==> src/rtl/uart_regblock.sv <==
module uart_regblock #(
  parameter int AW = 6,
  parameter int DW = 8,
  parameter logic [7:0] BAUD_HI = 8'h00,
  parameter logic [7:0] BAUD_LO = 8'h1A
) (
  input  logic          clk,
  input  logic          rst_n,
  input  logic          bus_sel_i,
  input  logic          bus_we_i,
  input  logic [AW-1:0] bus_addr_i,
  input  logic [DW-1:0] bus_wdata_i,
  output logic [DW-1:0] bus_rdata_o,
  output logic          irq_o,
  output logic          tx_send_o,
  output logic [DW-1:0] tx_byte_o,
  input  logic          rx_nonempty_i,
  input  logic          rx_full_i,
  input  logic [DW-1:0] rx_data_i,
  output logic          rx_pop_o,
  output logic          rx_flush_o,
  output logic          rx_enable_o,
  input  logic          break_i
);

  localparam logic [AW-1:0] OFF_MODE = AW'(6'h00);
  localparam logic [AW-1:0] OFF_STAT = AW'(6'h04);
  localparam logic [AW-1:0] OFF_CMD  = AW'(6'h08);
  localparam logic [AW-1:0] OFF_DATA = AW'(6'h0C);
  localparam logic [AW-1:0] OFF_INT  = AW'(6'h14);
  localparam logic [AW-1:0] OFF_BDH  = AW'(6'h18);
  localparam logic [AW-1:0] OFF_BDL  = AW'(6'h1C);
  localparam int RXSEL_BIT = 6;

  logic [DW-1:0] mode0, mode1, hold, imr;
  logic          ptr, tx_en, tx_empty, rx_en, brk;

  logic [DW-1:0] n_mode0, n_mode1, n_hold, n_imr;
  logic          n_ptr, n_tx_en, n_tx_empty, n_rx_en, n_brk;
  logic          send, flush;

  logic          wr, rd;
  logic [DW-1:0] status, isr, rmux;
  logic          rx_int;
  logic [2:0]    misc;
  logic [1:0]    txf, rxf;

  assign wr   = bus_sel_i &  bus_we_i;
  assign rd   = bus_sel_i & ~bus_we_i;
  assign misc = bus_wdata_i[6:4];
  assign txf  = bus_wdata_i[3:2];
  assign rxf  = bus_wdata_i[1:0];

  assign status = {4'b0, tx_empty, tx_en, rx_full_i, rx_nonempty_i};
  assign rx_int = mode0[RXSEL_BIT] ? rx_full_i : rx_nonempty_i;
  assign isr    = {1'b0, 4'b0, brk, rx_int, tx_en};
  assign irq_o  = |(isr & imr);
  assign rx_enable_o = rx_en;

  always_comb begin
    n_mode0    = mode0;
    n_mode1    = mode1;
    n_ptr      = ptr;
    n_hold     = hold;
    n_imr      = imr;
    n_tx_en    = tx_en;
    n_tx_empty = tx_empty;
    n_rx_en    = rx_en;
    n_brk      = brk;
    send       = 1'b0;
    flush      = 1'b0;
    if (wr) begin
      case (bus_addr_i)
        OFF_MODE: begin
          if (ptr) n_mode1 = bus_wdata_i;
          else     n_mode0 = bus_wdata_i;
          n_ptr = 1'b1;
        end
        OFF_CMD: begin
          case (misc)
            3'd1: n_ptr = 1'b0;
            3'd2: begin
              n_rx_en = 1'b0;
              flush   = 1'b1;
            end
            3'd3: begin
              n_tx_en    = 1'b0;
              n_tx_empty = 1'b1;
            end
            3'd5: n_brk = 1'b0;
            default: ;
          endcase
          case (txf)
            2'd1: n_tx_en = 1'b1;
            2'd2: n_tx_en = 1'b0;
            default: ;
          endcase
          if ((txf == 2'd1 || txf == 2'd2) && n_tx_en && !n_tx_empty) begin
            send       = 1'b1;
            n_tx_empty = 1'b1;
          end
          case (rxf)
            2'd1: n_rx_en = 1'b1;
            2'd2: n_rx_en = 1'b0;
            default: ;
          endcase
        end
        OFF_DATA: begin
          n_hold = bus_wdata_i;
          if (tx_en) begin
            send       = 1'b1;
            n_tx_empty = 1'b1;
          end else begin
            n_tx_empty = 1'b0;
          end
        end
        OFF_INT: n_imr = bus_wdata_i;
        default: ;
      endcase
    end
    if (break_i) n_brk = 1'b1;
  end

  always_comb begin
    case (bus_addr_i)
      OFF_MODE: rmux = ptr ? mode1 : mode0;
      OFF_STAT: rmux = status;
      OFF_DATA: rmux = rx_nonempty_i ? rx_data_i : '0;
      OFF_INT:  rmux = isr;
      OFF_BDH:  rmux = BAUD_HI;
      OFF_BDL:  rmux = BAUD_LO;
      default:  rmux = '0;
    endcase
  end

  always_ff @(posedge clk) begin
    if (!rst_n) begin
      mode0       <= '0;
      mode1       <= '0;
      ptr         <= 1'b0;
      hold        <= '0;
      imr         <= '0;
      tx_en       <= 1'b0;
      tx_empty    <= 1'b1;
      rx_en       <= 1'b0;
      brk         <= 1'b0;
      bus_rdata_o <= '0;
      tx_send_o   <= 1'b0;
      tx_byte_o   <= '0;
      rx_pop_o    <= 1'b0;
      rx_flush_o  <= 1'b0;
    end else begin
      mode0       <= n_mode0;
      mode1       <= n_mode1;
      ptr         <= n_ptr;
      hold        <= n_hold;
      imr         <= n_imr;
      tx_en       <= n_tx_en;
      tx_empty    <= n_tx_empty;
      rx_en       <= n_rx_en;
      brk         <= n_brk;
      bus_rdata_o <= rd ? rmux : '0;
      tx_send_o   <= send;
      if (send) tx_byte_o <= n_hold;
      rx_pop_o    <= rd && bus_addr_i == OFF_DATA && rx_nonempty_i;
      rx_flush_o  <= flush;
    end
  end

endmodule

==> config.mk <==
export PLATFORM = sky130hd
export DESIGN_NAME = uart_regblock
export DESIGN_NICKNAME = d
export VERILOG_FILES = /design/src/rtl/uart_regblock.sv
export SDC_FILE = /design/constraint.sdc
export NUM_CORES = 1
export LEC_CHECK = 0
export BUFFER_PORTS_ARGS = -buffer_cell sky130_fd_sc_hd__buf_4
export CAP_MARGIN = 15
export CORE_MARGIN = 3
export CORE_UTILIZATION = 25
export CTS_CLUSTER_DIAMETER = 120
export DETAILED_ROUTE_END_ITERATION = 10
export MAX_ROUTING_LAYER = met4
export PLACE_DENSITY = 0.43
export SLEW_MARGIN = 20
export SYNTH_ARGS = -nofsm -noshare
export SYNTH_HDL_FRONTEND = slang
export SYNTH_SLANG_ARGS = --single-unit
export TNS_END_PERCENT = 30
==> constraint.sdc <==
create_clock -name clk -period 2.3 [get_ports clk]
set_input_delay 0.345 -clock clk [delete_from_list [all_inputs] [get_ports clk]]
set_output_delay 0.345 -clock clk [all_outputs]
set_load 0.02 [all_outputs]
==> flow_summary.toml <==
[sta]
slew-limit-headroom_pct = 38.4
final.hold.worst_slack_ps = 283
final_min_period_over_clock_period_pct = 85.5
report.final.slew_viol_count = 0
post-route-worst-setup-slack_ps = 334
finalHoldViolations = 0
fmax_mhz = 509
summed_negative_setup_slack_over_all_endpoints_ps = 0
worst-slew-pin-transition_ps = 923
worst_clock_skew_ps = 3.94
timing.final.crit_period_ps = 1970
rsz0062_at_grt = "no"
setup_violations = 0

[worst_hold_path]
worstHoldPathType = "input pin to flop"

[grt]
overflow = 0
grt.total_usage_pct = 13.4
maximum_number_of_pins_on_one_net_before_global_route_repair = 28
number_of_global_route_vias_before_repair = 1940
global_route_wire_length_before_repair_um = 10600
number_of_antenna_violations_at_the_first_check_in_global_routing = 0

[yosys]
synthesis_warning_total = 0
post_synth_instance_area_um2 = 2370
ys_ff_latch = 51
synth-edff-count = 0
synthesis.instances = 258
postSynthNetCount = 289
syn-mean-instance-area_um2 = 9.19
part_of_the_yosys_area_used_for_sequential_elements_pct = 43.1
synthArstFlopShare_pct = 0
synth_cell_types = 50
postSynth.topFlopCell = "sky130_fd_sc_hd__dfxtp_1"

[die]
die_y_um = 103
fp.coreArea_um2 = 8980
io-pin-count = 50
rows = 34
initial_utilization_pct = 26.4
die-area_um2 = 10700
chipWidth_um = 103

[worst_setup_path]
critical_path.max_stage_delay_ps = 400
startpoint_type = "flop"
critical_path_cell_by_cell = "mux2_2 -> a222oi_1 -> inv_1 -> buf_4"
crit_fanout = 4
criticalPathCategory = "flop to primary output"
crit_arrival_ps = 1620
critical_path_required_ps = 1960
crit_slowest_cell = "sky130_fd_sc_hd__dfxtp_1"
cp-end-kind = "primary output"

[cts]
cts.repair.resized = 0
clockRootBuffer = "sky130_fd_sc_hd__clkbuf_8"
clk-insertion-delay-late_ps = 300
tritoncts_num_sinks = 51
cts.hold.buffers_added = 0
tritoncts = "done"
worst_setup_hold_path_clk_slew_ps = 90
ctsLongestPathBuffers = 2
htree_num_levels = 2
cts_setup_buffers = 0
tritoncts.num_buffers = 5

[power]
peakVddDrop_uv = 203
power.static_leakage_nw = 1.07
cell_pwr_density_nw_per_um2 = 522

[layout]
layout.cells.most_common_list = "sky130_fd_sc_hd__buf_4 (57), sky130_fd_sc_hd__dfxtp_1 (51), sky130_fd_sc_hd__nand2_1 (29), sky130_fd_sc_hd__nand3_1 (19)"
antenna_cells = 0
area_growth_synth_to_finish_pct = 24.5
fin_nets = 335
drive_above_1_share_pct = 28.9
utilization_pct = 32.9
final_common_cell = "sky130_fd_sc_hd__buf_4"

[drt]
drc_errors = 0
detail_route.wl_per_cell_um = 15.7
drtAntennaViolNets = 0
initialDrtViolationCount = 66
detail_route.vias_per_cell = 4.76
dr_total_vias = 2053
firstDrtPassIters = 4
routed_wl_um = 6770

[placed_design]
numPortBuffers = 49
dp_hpwl_um = 4790
weighted_congestion_reported_at_the_end_of_routability_driven_placement = 0.745
place_ws_ps = 264

[run_status]
run_status = "finished, final reports clean"

[flow_run]
maxCapViolCount = 0
[worst max-delay path, delay by kind of cell, from the launching register on]
family / cells / cell delay (ps)
AOI/OAI and AO/OA: 1 / 320
buffers and inverters: 2 / 230
muxes: 1 / 360
DFF: 1 / 400
[synth_stat cells (all sizes together), types with 2 or more instances]
cell type / count / share of area, %
a21o: 2 / 0.63
a21oi: 12 / 2.5
a221oi: 8 / 5.1
a22oi: 6 / 1.9
a311oi: 8 / 3.0
and2: 2 / 0.53
buf: 6 / 1.7
clkbuf: 12 / 1.9
dfxtp: 51 / 43
ha: 2 / 1.1
inv: 13 / 2.1
mux2: 10 / 4.8
mux2i: 5 / 2.1
nand2: 29 / 4.6
nand2b: 3 / 0.79
nand3: 19 / 4.0
nand3b: 2 / 0.63
nand4b: 2 / 0.74
nor2: 14 / 2.2
nor2b: 6 / 1.6
nor3: 2 / 1.1
nor4b: 2 / 1.4
o21ai: 20 / 4.2
[per-stage QoR]
step / std cells / total power [mW] / area, um^2
after floorplan: 258 / 0.974 / 2370
after global placement: 423 / 1.05 / 2870
after detailed placement: 423 / 1.05 / 2870
after CTS: 431 / 1.56 / 2950
after global routing: 431 / 1.60 / 2950
final: 431 / 1.54 / 2950
[state kept, by name (all words and copies together) (netlist names)]
signal	cells
tx_empty	1
mode0	8
tx_en	1
ptr	1
tx_send_o	1
tx_byte_o	8
hold	8
rx_enable_o	1
brk	1
rx_flush_o	1
mode1	8
bus_rdata_o	8
imr	3
rx_pop_o	1
[layer usage]
layer  routed length (um)  track usage, %
met5                    0               -
met4                  121            4.38
met3                  359            2.95
met2                 3040            19.9
met1                 3250            18.2
[layout make-up]
type	count	area [um^2]
timing repair buffer	57	428
sequential	51	1020
clock inverter	1	5.00
inverter	13	48.8
multi-input combinational	176	1210
tap	126	158
fill	983	6030
clock buffer	7	76.3
[power breakdown]
part,switching (mW),leakage [nW],total (mW),internal (mW)
combinational,0.0842,0.612,0.144,0.0602
clock,0.295,0.0422,0.509,0.214
sequential,0.00247,0.411,0.887,0.885
total,0.382,1.07,1.54,1.16
[final timing paths]
check | from | endpoint | slack [ps] | cells after the start
worst max register to register | tx_empty | tx_byte_o[2] | 600 | 5
worst min register to register | mode1[3] | mode1[3] | 460 | 2
worst min-delay path | rx_data_i[5] | bus_rdata_o[5] | 280 | 3
worst max-delay path | mode0[6] | irq_o | 330 | 4
[kinds of logic (layout without fill, tap and decap cells)]
| group | count (synthesis) | after routing | synth area share (%) |
|---|---|---|---|
| AOI/OAI and AO/OA | 69 | 69 | 22.4 |
| adders and majority gates | 2 | 2 | 1.06 |
| buffers and inverters | 31 | 78 | 5.70 |
| DFF | 51 | 51 | 43.1 |
| muxes | 15 | 15 | 6.86 |
| and+or+nand+nor | 90 | 90 | 20.9 |
(Power assumes the default switching activity.)
